--- src/rtl/cfl_pkg.sv ---
package cfl_pkg;
  localparam int WORD_W    = 16;
  localparam int N_WORDS   = 3;
  localparam int DATA_BITS = WORD_W * N_WORDS;
  localparam int PRE_BITS  = 3;            // start bit plus two opcode bits
  localparam logic [PRE_BITS-1:0] READ_PRE = 3'b110;
  localparam int GANG_POS  = 2 * WORD_W + 14; // word 0 bit 14 in the 48-bit stream

  typedef enum logic [1:0] {PH_BOOT, PH_XFER, PH_DONE} phase_e;

  typedef struct packed {
    logic              gang;
    logic [WORD_W-1:0] vid;
    logic [WORD_W-1:0] pid;
  } cfg_t;
endpackage

--- src/rtl/cfl_tick.sv ---
module cfl_tick #(
  parameter int HALF_DIV = 4
) (
  input  logic clk,
  input  logic rst_n,
  input  logic run,
  output logic tick
);
  localparam int CW = (HALF_DIV > 1) ? $clog2(HALF_DIV) : 1;
  localparam logic [CW-1:0] LAST = CW'(HALF_DIV - 1);

  logic [CW-1:0] cnt;

  always_ff @(posedge clk or negedge rst_n) begin
    if (!rst_n)                   cnt <= '0;
    else if (!run || cnt == LAST) cnt <= '0;
    else                          cnt <= cnt + 1'b1;
  end

  assign tick = run && (cnt == LAST);

  generate
    if (HALF_DIV > 1) begin : g_gap

      tick_spacing_chk: assert property (@(posedge clk) disable iff (!rst_n)
        tick |=> !tick);
    end
  endgenerate
endmodule

--- src/rtl/cfl_seq.sv ---
module cfl_seq
  import cfl_pkg::*;
#(
  parameter int ADDR_W = 6
) (
  input  logic clk,
  input  logic rst_n,
  input  logic strap_off,
  input  logic tick,
  input  logic sdata_i,
  output logic run,
  output logic sclk,
  output logic sclk_oe,
  output logic sd_o,
  output logic sd_oe,
  output logic csel,
  output logic load_done,
  output logic bypass,
  output cfg_t cfg
);
  localparam int NCMD  = PRE_BITS + ADDR_W;
  localparam int NRISE = NCMD + DATA_BITS;
  localparam int CNT_W = $clog2(NRISE + 1);
  localparam logic [NCMD-1:0] CMD = {READ_PRE, {ADDR_W{1'b0}}};

  phase_e               ph;
  logic [CNT_W-1:0]     rise;
  logic [NCMD-1:0]      cmd_sh;
  logic [DATA_BITS-2:0] shreg;

  always_ff @(posedge clk or negedge rst_n) begin
    if (!rst_n) begin
      ph <= PH_BOOT; rise <= '0; cmd_sh <= '0; shreg <= '0;
      sclk <= 1'b0; sclk_oe <= 1'b0; sd_o <= 1'b0; sd_oe <= 1'b0;
      csel <= 1'b0; load_done <= 1'b0; bypass <= 1'b0;
    end else begin
      unique case (ph)
        PH_BOOT: begin
          if (strap_off) begin
            bypass <= 1'b1; load_done <= 1'b1; ph <= PH_DONE;
          end else begin
            csel <= 1'b1; sclk_oe <= 1'b1; sd_oe <= 1'b1;
            cmd_sh <= CMD; sd_o <= CMD[NCMD-1]; ph <= PH_XFER;
          end
        end
        PH_XFER: begin
          if (tick) begin
            if (!sclk) begin
              sclk <= 1'b1;
              rise <= rise + 1'b1;
              if (rise == CNT_W'(NCMD - 1)) sd_oe <= 1'b0;
            end else begin
              sclk <= 1'b0;
              if (rise < CNT_W'(NCMD)) begin
                sd_o   <= cmd_sh[NCMD-2];
                cmd_sh <= {cmd_sh[NCMD-2:0], 1'b0};
              end else if (rise > CNT_W'(NCMD)) begin
                shreg <= {shreg[DATA_BITS-3:0], sdata_i};
              end
              if (rise == CNT_W'(NRISE)) begin
                csel <= 1'b0; sclk_oe <= 1'b0; sd_oe <= 1'b0;
                sd_o <= 1'b0; load_done <= 1'b1; ph <= PH_DONE;
              end
            end
          end
        end
        default: ;
      endcase
    end
  end

  assign run      = (ph == PH_XFER);
  assign cfg.gang = shreg[GANG_POS];
  assign cfg.vid  = shreg[2*WORD_W-1:WORD_W];
  assign cfg.pid  = shreg[WORD_W-1:0];


  sclk_pace_chk: assert property (@(posedge clk) disable iff (!rst_n)
    (sclk != $past(sclk)) |-> $past(tick));

  cmd_hold_chk: assert property (@(posedge clk) disable iff (!rst_n)
    (sd_oe && sclk && $past(sclk)) |-> $stable(sd_o));

  rise_bound_chk: assert property (@(posedge clk) disable iff (!rst_n)
    rise <= CNT_W'(NRISE));

  pins_released_chk: assert property (@(posedge clk) disable iff (!rst_n)
    load_done |=> (!sclk_oe && !sd_oe && !sclk));

  csel_span_chk: assert property (@(posedge clk) disable iff (!rst_n)
    (sd_oe || sclk) |-> csel);

  done_sticky_chk: assert property (@(posedge clk) disable iff (!rst_n)
    load_done |=> load_done);
endmodule

--- src/rtl/cfl_fields.sv ---
module cfl_fields
  import cfl_pkg::*;
#(
  parameter logic [WORD_W-1:0] DEF_VID = 16'h0451,
  parameter logic [WORD_W-1:0] DEF_PID = 16'h2077
) (
  input  logic              clk,
  input  logic              rst_n,
  input  logic              load_done,
  input  logic              bypass,
  input  logic              pin,
  input  cfg_t              cfg,
  output logic              done,
  output logic              ganged,
  output logic [WORD_W-1:0] vid,
  output logic [WORD_W-1:0] pid
);
  always_ff @(posedge clk or negedge rst_n) begin
    if (!rst_n) begin
      done <= 1'b0; ganged <= 1'b0; vid <= '0; pid <= '0;
    end else begin
      done <= load_done;
      if (load_done) begin
        if (bypass) begin
          ganged <= pin; vid <= DEF_VID; pid <= DEF_PID;
        end else begin
          ganged <= cfg.gang; vid <= cfg.vid; pid <= cfg.pid;
        end
      end
    end
  end


  hold_off_chk: assert property (@(posedge clk) disable iff (!rst_n)
    !done |-> (vid == '0 && pid == '0 && !ganged));
endmodule

--- src/rtl/cfgrom_loader.sv ---
module cfgrom_loader
  import cfl_pkg::*;
#(
  parameter int          ADDR_W   = 6,
  parameter int          HALF_DIV = 4,
  parameter logic [15:0] DEF_VID  = 16'h0451,
  parameter logic [15:0] DEF_PID  = 16'h2077
) (
  input  logic        clk,
  input  logic        rst_n,
  input  logic        strap_off,
  output logic        sclk_o,
  output logic        sclk_oe,
  input  logic        sdata_i,
  output logic        sdata_o,
  output logic        sdata_oe,
  output logic        csel_o,
  output logic        done,
  output logic        ganged,
  output logic [15:0] vendor_id,
  output logic [15:0] product_id
);
  logic run, tick, load_done, bypass;
  cfg_t cfg;

  cfl_tick #(.HALF_DIV(HALF_DIV)) u_tick (
    .clk(clk), .rst_n(rst_n), .run(run), .tick(tick));

  cfl_seq #(.ADDR_W(ADDR_W)) u_seq (
    .clk(clk), .rst_n(rst_n), .strap_off(strap_off), .tick(tick),
    .sdata_i(sdata_i), .run(run), .sclk(sclk_o), .sclk_oe(sclk_oe),
    .sd_o(sdata_o), .sd_oe(sdata_oe), .csel(csel_o),
    .load_done(load_done), .bypass(bypass), .cfg(cfg));

  cfl_fields #(.DEF_VID(DEF_VID), .DEF_PID(DEF_PID)) u_fields (
    .clk(clk), .rst_n(rst_n), .load_done(load_done), .bypass(bypass),
    .pin(sdata_i), .cfg(cfg), .done(done), .ganged(ganged),
    .vid(vendor_id), .pid(product_id));


  strap_quiet_chk: assert property (@(posedge clk) disable iff (!rst_n)
    strap_off |-> (!sclk_oe && !sdata_oe && !csel_o));
endmodule

--- config.mk ---
export PLATFORM = sky130hd
export DESIGN_NAME = cfgrom_loader
export DESIGN_NICKNAME = d
export VERILOG_FILES = /design/src/rtl/cfl_pkg.sv /design/src/rtl/cfl_tick.sv /design/src/rtl/cfl_seq.sv /design/src/rtl/cfl_fields.sv /design/src/rtl/cfgrom_loader.sv
export SDC_FILE = /design/constraint.sdc
export NUM_CORES = 1
export LEC_CHECK = 0
export ABC_CLOCK_PERIOD_IN_PS = 2500
export BUFFER_PORTS_ARGS = -buffer_cell sky130_fd_sc_hd__buf_2
export CORE_UTILIZATION = 50
export DETAILED_ROUTE_END_ITERATION = 12
export GPL_TIMING_DRIVEN = 0
export PLACE_DENSITY = 0.72
export SLEW_MARGIN = 20
export SYNTH_ARGS = -nofsm -noshare
export SYNTH_HDL_FRONTEND = slang
export SYNTH_HIERARCHICAL = 1
export SYNTH_SLANG_ARGS = --single-unit
--- constraint.sdc ---
create_clock -name clk -period 2.5 [get_ports clk]
set_input_delay 0.25 -clock clk [delete_from_list [all_inputs] [get_ports clk]]
set_output_delay 0.25 -clock clk [all_outputs]
set_load 0.005 [all_outputs]
==> results of run 1 <==
[power groups by stage]
stage | sequential, mW | clock, mW | combinational [mW]
finish | 1.83 | 1.17 | 0.692
global route | 1.85 | 1.28 | 0.759
detailed placement | 1.86 | 0 | 0.703
floorplan | 1.84 | 0 | 0.418
CTS | 1.83 | 1.21 | 0.705
global placement | 1.86 | 0 | 0.678
[layer usage]
layer | track usage | vias to the layer above | wire length, um
li1 | - | 1262 | -
met1 | 0.246 | 1260 | 3700
met2 | 0.267 | 38 | 3420
met3 | 0.0340 | 9 | 214
met4 | 0.0723 | 0 | 127
met5 | 0 | - | 0
[layout by cell type (no fill, tap or decap), types with 5 or more instances in the layout]
master     n
dfrtp_1   98
buf_2     45
buf_4     37
nor2_1    31
mux2_4    30
inv_1     26
nand3b_1  23
o21ai_0   21
mux2_2    14
a21oi_2   12
clkbuf_8  10
buf_6      6
nand2_1    6
xnor2_1    6
ha_1       5
[how the worst min path moves through the flow]
stage,to,cells past startpoint
detailed placement,u_fields/vid[13]$_DFFE_PN0P_,1
floorplan,u_fields/done$_DFF_PN0_,0
finish,u_seq/bypass$_DFFE_PN0P_,2
CTS,u_seq/bypass$_DFFE_PN0P_,2
global route,u_seq/bypass$_DFFE_PN0P_,2
global placement,u_tick/cnt[0]$_DFF_PN0_,1
[cells by family (layout without fill, tap and decap cells)]
logic type,after synthesis,in the layout,synth area share
xor+xnor,6,6,0.0117
buf+inv,77,137,0.115
mux,48,48,0.145
flops,98,98,0.544
compound gates,46,46,0.0708
fa+ha+maj,5,5,0.0139
simple gates,76,76,0.0994
[state kept, by name, summed over array words and instances, names as in the netlist]
signal / flops
u_seq/cmd_sh: 1
u_fields/vid: 16
u_seq/sd_o: 1
u_seq/sclk: 1
u_seq/load_done: 1
u_fields/done: 1
u_seq/rise: 6
u_fields/pid: 16
u_seq/csel: 1
u_seq/shreg: 47
u_seq/sd_oe: 1
u_seq/bypass: 1
u_tick/cnt: 2
u_fields/ganged: 1
u_seq/ph: 2
[through the flow]
step | cell area, um^2 | setup WS, ns | hold slack (ns)
6_report | 5130 | 0.289 | 0.156
5_1_grt | 5130 | 0.103 | 0.151
4_1_cts | 5130 | 0.256 | 0.132
3_5_place_dp | 4880 | 0.282 | 0.0859
3_3_place_gp | 4850 | 0.213 | 0.437
2_1_floorplan | 4510 | 0.492 | -0.0456
[layout make-up]
type / instances / area share
sequential: 98 / 0.478
multi-input combinational: 181 / 0.299
buffer: 51 / 0.0822
timing repair buffer: 44 / 0.0495
clock buffer: 10 / 0.0268
tap: 108 / 0.0263
inverter: 26 / 0.0190
clock inverter: 6 / 0.0188
==> impl_metrics.ini, run 1 <==
[floorplanning]
die_w_um = 96.9
rows = 34
initial_utilization = 0.517
core_um2 = 8720
io_pins = 43
die_h_um = 96.9
dieArea_um2 = 9390

[cts]
cts.clk_slew.worst_paths_ns = 0.09
clock-root-buffer = clkbuf_8
cts_buffers = 9
clock_latency_ns = 0.36
cts_buffer_depth = 2
cts_resized = 0
cts_tree = built
cts_setup_buffers = 0
cts_hold_buffers = 1
clock_sink_count = 98
htreeDepth = 3

[power]
seqPwrFrac = 0.495
p_sw_frac = 0.286
pwr-share-clk = 0.318
power_leakage_nw = 2.50
p_per_area_nw_per_um2 = 720
ir_drop_mv = 0.414
pwr-share-comb = 0.187
switchingPower_mw = 1.06
power_mw = 3.69
internal_power_mw = 2.64

[drt]
drtIter0Drc = 77
first_pass_iters = 4
drc = 0
num_vias = 2569
wirelength_um = 7460
via_per_inst = 4.90
ant_nets = 0
wl_per_cell_um = 14.2

[synthesis]
postSynth.asyncResetShare = 1.00
netlist_area_um2 = 4510
yosys_warnings = 6
ys_ff_latch = 98
synthTopCellsByCount = dfrtp_1 (98), buf_4 (37), nor2_1 (31), mux2_4 (30), inv_1 (26)
ys_types = 40
synth_edf_count = 0
synth_flop_cell = dfrtp_1
synth_top_area_frac = 0.544
synthCells = 356
synth.yosys.seq_area_share = 0.544
synthesis.nets = 365
yosys.cell_count.top_type = dfrtp_1
synth_top_area_cell = dfrtp_1
syn_area_per_cell_um2 = 12.7
synth_area_leaders = dfrtp_1 (54%), mux2_4 (10%), buf_4 (6.2%)

[worst_setup_path]
slowest_delay_ns = 0.45
cp.arrival_ns = 2.45
end_kind = flip-flop
cp_num_cells = 8
rrSetupSlack_ns = 0.29
cp.required_ns = 2.74
cp-start-kind = flip-flop
crit_end = u_seq/shreg[35]$_DFFE_PN0P_
crit_buf_inv = 3
slowest_stage = dfrtp_1
crit_start = u_seq/ph[1]$_DFFE_PN0P_
ff2ff_path_depth = 8
r2r_start = u_seq/ph[1]$_DFFE_PN0P_
path_delay_family = simple AND/OR/NAND/NOR gates
crit_fanout = 10
crit_type = flip-flop to flip-flop
worstPathCellList = nand2b_1 > inv_1 > and2_2 > nand2_1 > nor4_4 > buf_6 > buf_12 > mux2_4
regToRegEndpoint = u_seq/shreg[35]$_DFFE_PN0P_

[grt]
antenna_found_initial = 0
grt_pass1_wl_um = 12900
overflow = 0
grt_pass1_vias = 2633
track_usage = 0.175
grt_max_degree = 85

[final_layout]
syn_to_final_growth_pct = 13.8
nets = 420
fillCellCount = 724
multi_input_area_um2 = 1530
final_cell_count_no_fill = 524
n_antenna_cell = 0
layout-drive-gt1-share = 0.411
final_util = 0.588
regArea_um2 = 2450

[sta]
setup_viol = 0
rsz0062_at_grt = false
skew_ns = 0.0142
slew_violations = 0
worst_slew_pin_slew_ns = 0.429
max_freq_mhz = 452
max-slew-margin-rel = 0.713
fin_setup_tns_ns = 0
finalCritPeriodShare = 0.884
layout_min_cycle_time_ns = 2.21
finalHoldViolCount = 0

[place]
routabilityCongestion = 0.768
dp_hpwl_um = 5000
dp_cells = 507
port-buffer-count = 42

[worst_hold_path]
min_path_type = primary input to flip-flop
worstHoldStart = strap_off

[status]
status = finished, final reports clean

[flow_run]
cap_violations = 0
No activity file was read; power rests on OpenSTA's default activity.
==> run 2: changes to the inputs <==
ABC_AREA = 1   (was default)
SLEW_MARGIN = default   (was 20)
==> run 2 against run 1 <==
Compared with the run above: sequential power shrank 14%; global-route usage up 1.9 points; combinational power fell by 94%; cell count increased by 27%; power shrank 30%; area after synthesis is 2.6% lower; worst setup slack improved by 0.44 ns; largest cell class unchanged.
==> impl_metrics.ini, run 2 <==
[status]
status = finished, final reports clean

[synthesis]
synth_top_area_cell = dfrtp_1
ys_ff_latch = 98
synthesis.nets = 507
synth_area_leaders = dfrtp_1 (56%), nand2_1 (15%), nand3_1 (8.9%)
synthTopCellsByCount = nand2_1 (172), dfrtp_1 (98), nand3_1 (78), nor2_1 (42), buf_4 (39)
synth.yosys.seq_area_share = 0.559
netlist_area_um2 = 4390
yosys.cell_count.top_type = nand2_1
synth_flop_cell = dfrtp_1
syn_area_per_cell_um2 = 8.81
ys_types = 21
synth_top_area_frac = 0.559
postSynth.asyncResetShare = 1.00
yosys_warnings = 6
synthCells = 498
synth_edf_count = 0

[floorplanning]
initial_utilization = 0.526
die_h_um = 95.7
rows = 33
io_pins = 43
dieArea_um2 = 9150
die_w_um = 95.7
core_um2 = 8340

[sta]
slew_violations = 0
finalHoldViolCount = 0
max_freq_mhz = 564
skew_ns = 0.0178
worst_slew_pin_slew_ns = 0.536
layout_min_cycle_time_ns = 1.77
rsz0062_at_grt = false
max-slew-margin-rel = 0.643
finalCritPeriodShare = 0.709
setup_viol = 0
fin_setup_tns_ns = 0
hold-worst-slack_ns = 0.127

[worst_setup_path]
end_kind = flip-flop
cp.arrival_ns = 2.07
cpMostUsedCell = nand2_1
worstPathCellList = inv_1 > nand2_2 > inv_2 > nand2_1 > inv_1 > nand2_1 > nor2_2 > buf_4 > buf_2 > nand3_1 > nand2_1
crit_buf_inv = 5
cp-start-kind = flip-flop
cp.required_ns = 2.80
slowest_delay_ns = 0.41
crit_fanout = 10
crit_type = flip-flop to flip-flop
slowest_stage = dfrtp_1
path_delay_family = buffers and inverters

[final_layout]
layout-drive-gt1-share = 0.229
n_antenna_cell = 0
nets = 562
fin_area_um2 = 4950
final_common_cell = nand2_1
final_cell_mix = nand2_1 (172), dfrtp_1 (98), nand3_1 (78)
final_util = 0.594
largest_register = u_seq/shreg
syn_to_final_growth_pct = 12.9
largest_reg_flops = 47
reg_top3 = u_seq/shreg (47), u_fields/pid (16), u_fields/vid (16)

[worst_hold_path]
min_path_type = primary input to flip-flop

[cts]
cts_setup_buffers = 0
clock_latency_ns = 0.37
cts_buffers = 9
clock_sink_count = 98
htreeDepth = 3
clock-root-buffer = clkbuf_8
cts.clk_slew.worst_paths_ns = 0.09
cts_buffer_depth = 2
cts_tree = built

[place]
routabilityCongestion = 0.790
dp_hpwl_um = 5500
post_dp_cell_area_um2 = 4760
port-buffer-count = 42

[power]
power_leakage_nw = 2.97
power_mw = 2.59
p_per_area_nw_per_um2 = 523
ir_drop_mv = 0.312

[drt]
drtIter0Drc = 160
drc = 0
wl_per_cell_um = 12.0
wirelength_um = 7960
ant_nets = 0
via_per_inst = 4.91
num_vias = 3254
first_pass_iters = 4

[grt]
grt_pass1_wl_um = 13400
track_usage = 0.193
antenna_found_initial = 0
grt_pass1_vias = 2983
grt_max_degree = 59
overflow = 0

[flow_run]
cap_violations = 0
## run 2: changes by cell type after synthesis, moves of 8 or more
cell	previous run	this run
o21ai_0	21	5
nand2_1	6	172
nor2_1	31	42
nand3_1	0	78
mux2_4	30	0
a21oi_2	12	0
nand3b_1	23	1
inv_1	26	18
mux2_2	14	0
## run 2: kinds of logic after synthesis
group                    Yosys count  synth area share
AND/OR/NAND/NOR                  302             0.289
flip-flops                        98             0.559
buffers and inverters             80             0.119
AO/OA/AOI/OAI                      8           0.00969
XOR/XNOR                           5           0.00998
adder cells (fa/ha/maj)            5            0.0143
## run 2: worst paths after layout
path	depth (start not counted)	to	slack (ns)	start
max	11	u_seq/shreg[33]$_DFFE_PN0P_	0.73	u_seq/ph[1]$_DFFE_PN0P_
min	3	u_seq/bypass$_DFFE_PN0P_	0.13	strap_off
max reg2reg	11	u_seq/shreg[33]$_DFFE_PN0P_	0.73	u_seq/ph[1]$_DFFE_PN0P_
min reg2reg	1	u_tick/cnt[0]$_DFF_PN0_	0.45	u_tick/cnt[0]$_DFF_PN0_
max in group asynchronous	3	u_seq/shreg[33]$_DFFE_PN0P_	1.45	rst_n
min in group asynchronous	2	u_seq/sd_oe$_DFFE_PN0P_	0.40	rst_n
## run 2: final cells by class
class / count / area, um^2
plain buffers: 58 / 438
clock buffers: 9 / 124
clock inverters: 7 / 60.1
fillers: 752 / 3390
inverters: 22 / 82.6
multi-input cells: 320 / 1420
flip-flops and latches: 98 / 2450
well taps: 105 / 131
repair buffers: 44 / 250
## run 2: what timing repair did
action / in CTS / in global routing
gates resized for setup: 0 / 0
hold endpoints to repair: 40 / 0
hold buffers: 1 / 0
## run 2: worst register-to-register path, cell delays in order, from the launching register on
cell and delay (ns):
dfrtp_1 0.41, inv_1 0.09, nand2_2 0.09, inv_2 0.10, nand2_1 0.05, inv_1 0.08, nand2_1 0.09, nor2_2 0.17
buf_4 0.20, buf_2 0.24, nand3_1 0.11, nand2_1 0.08
## run 2: through the flow
step / setup WS (ns) / instances
floorplan: 0.991 / 498
global placement: 0.210 / 645
detailed placement: 0.775 / 646
CTS: 0.747 / 663
global route: 0.590 / 663
finish: 0.728 / 663
## run 2: report_power, final
part	internal, mW	switching, mW
Sequential	1.58	0
Combinational	0.00799	0.0322
Clock	0.383	0.583
Total	1.97	0.615
## run 2: metal layers
layer	track usage	share of wire	wire length, um
met1	0.266	0.50	4000
met2	0.300	0.45	3600
met3	0.0407	0.037	295
met4	0.0746	0.0089	71
met5	0	0	0
==> run 3: changes to the inputs <==
ABC_CLOCK_PERIOD_IN_PS = 1470   (was 2500)
PLACE_DENSITY = 0.75   (was 0.72)
clock period = 1.47 ns   (was 2.5 ns; I/O delays follow)
==> run 3 against run 2 <==
Compared with the run above: worst setup slack got worse by 0.82 ns; clock skew shrank 0.0064 ns; core utilization increased by 6.1 points; the run now ends with negative setup slack left; critical endpoint is now u_seq/shreg[25]$_DFFE_PN0P_.
==> impl_metrics.ini, run 3 (synthesized netlist as in run 2, its figures left out) <==
[status]
status = finished, violations left
violations = negative setup slack

[drt]
num_vias = 3412
via_per_inst = 4.96
wirelength_um = 9200
wl_per_cell_um = 13.4
drc = 0
ant_nets = 0
drtIter0Drc = 152
first_pass_iters = 4

[sta]
finalCritPeriodShare = 1.06
max-slew-margin-rel = 0.630
worst_slew_pin_slew_ns = 0.556
slew_violations = 0
finalHoldViolCount = 0
rsz0062_at_grt = true
setup_viol = 37
setup_slack_ns = -0.0890
max_freq_mhz = 641
skew_ns = 0.0114
layout_min_cycle_time_ns = 1.56

[worst_setup_path]
cp.required_ns = 1.73
crit_fanout = 10
crit_start = u_seq/ph[0]$_DFFE_PN0P_
regToRegEndpoint = u_seq/shreg[25]$_DFFE_PN0P_
r2r_start = u_seq/ph[0]$_DFFE_PN0P_
crit_end = u_seq/shreg[25]$_DFFE_PN0P_
rrSetupSlack_ns = -0.09
end_kind = flip-flop
crit_type = flip-flop to flip-flop
cp.arrival_ns = 1.82
ff2ff_path_depth = 10
cp-start-kind = flip-flop

[worst_hold_path]
hold_path_depth = 3
worstHoldStart = strap_off
min_path_type = primary input to flip-flop

[cts]
clock_latency_ns = 0.36
clock-root-buffer = clkbuf_8
cts_buffer_depth = 2
cts_tree = built
clock_sink_count = 98
cts_buffers = 9
cts.clk_slew.worst_paths_ns = 0.10
htreeDepth = 3

[grt]
antenna_found_initial = 0
grt_max_degree = 58
grt_pass1_wl_um = 15000
grt_pass1_vias = 3143
overflow = 0
track_usage = 0.214

[final_layout]
largest_register = u_seq/shreg
multi_input_area_um2 = 1670
layout-drive-gt1-share = 0.370
n_antenna_cell = 0
fin_area_um2 = 5460
fillCellCount = 645
largest_reg_flops = 47
final_cell_mix = nand2_1 (132), dfrtp_1 (96), nand3_1 (70)
syn_to_final_growth_pct = 24.4
reg_top3 = u_seq/shreg (47), u_fields/pid (16), u_fields/vid (16)
regArea_um2 = 2450
nets = 587
final_cell_count_no_fill = 688
final_common_cell = nand2_1

[place]
routabilityCongestion = 0.785
dp_cells = 646
post_dp_cell_area_um2 = 4760
dp_hpwl_um = 5690
port-buffer-count = 42

[floorplanning]
dieArea_um2 = 9150
die_h_um = 95.7
rows = 33
die_w_um = 95.7
core_um2 = 8340
initial_utilization = 0.526
io_pins = 43

[power]
power_mw = 4.40
p_per_area_nw_per_um2 = 805
power_leakage_nw = 3.16
ir_drop_mv = 0.494

[flow_run]
cap_violations = 0
## run 3: cell count changes in the layout (fill, tap and decap cells not counted), moves of 5 or more
cell | before | now
nand2_4 | 1 | 7
nand2_2 | 1 | 35
nand3_1 | 78 | 70
buf_4 | 40 | 58
buf_2 | 52 | 47
buf_6 | 8 | 19
nand2_1 | 172 | 132
inv_1 | 18 | 13
nand3_2 | 0 | 6
## run 3: how the worst min path moves through the flow
stage                                       end
global placement       u_seq/bypass$_DFFE_PN0P_
global route         u_seq/shreg[0]$_DFFE_PN0P_
CTS                    u_seq/bypass$_DFFE_PN0P_
finish                 u_seq/bypass$_DFFE_PN0P_
floorplan               u_fields/done$_DFF_PN0_
detailed placement  u_seq/cmd_sh[7]$_DFFE_PN0P_
## run 3: final cells by class
| type | count | area share |
|---|---|---|
| clock buffers | 9 | 0.0227 |
| well taps | 105 | 0.0241 |
| repair buffers | 69 | 0.0818 |
| flip-flops and latches | 98 | 0.450 |
| plain buffers | 58 | 0.0898 |
| multi-input cells | 320 | 0.305 |
| clock inverters | 7 | 0.0110 |
| inverters | 22 | 0.0160 |
## run 3: timing repair
action	CTS	global route
hold buffers	1	0
buffers inserted	17	6
resized for setup	52	50
hold endpoints to repair	41	0
pin swaps	7	13
cloned	4	0
setup endpoints to repair	57	57
## run 3: critical path: stages, from the launching register on
cell and delay, ns:
dfrtp_2 0.46, nand2_2 0.10, inv_2 0.05, buf_4 0.12, buf_4 0.14, nand2_2 0.10, inv_4 0.05, buf_6 0.14
buf_6 0.14, nand3_1 0.09, nand2_2 0.06
## run 3: per-stage QoR
step / TNS [ns] / util / hold slack (ns) / setup slack [ns]
floorplan: -0.0118 / - / -0.149 / -0.0118
global placement: -73.10 / 0.568 / 0.390 / -0.695
detailed placement: -7.73 / 0.571 / 0.173 / -0.243
CTS: -0.707 / 0.632 / 0.0174 / -0.0394
global route: -5.17 / 0.655 / 0.0416 / -0.150
finish: -2.43 / 0.655 / 0.0273 / -0.0890
## run 3: where the power goes
group,internal [mW],switching [mW]
clock,0.646,0.987
sequential,2.69,0
combinational,0.0136,0.0559
total,3.35,1.04
## run 3: layer usage
layer / global-route usage / up-vias / wire [um]
met1: 0.294 / 1640 / 4300
li1: - / 1690 / -
met3: 0.0375 / 11 / 299
met2: 0.340 / 71 / 4480
met4: 0.0796 / 0 / 119
met5: 0 / - / 0
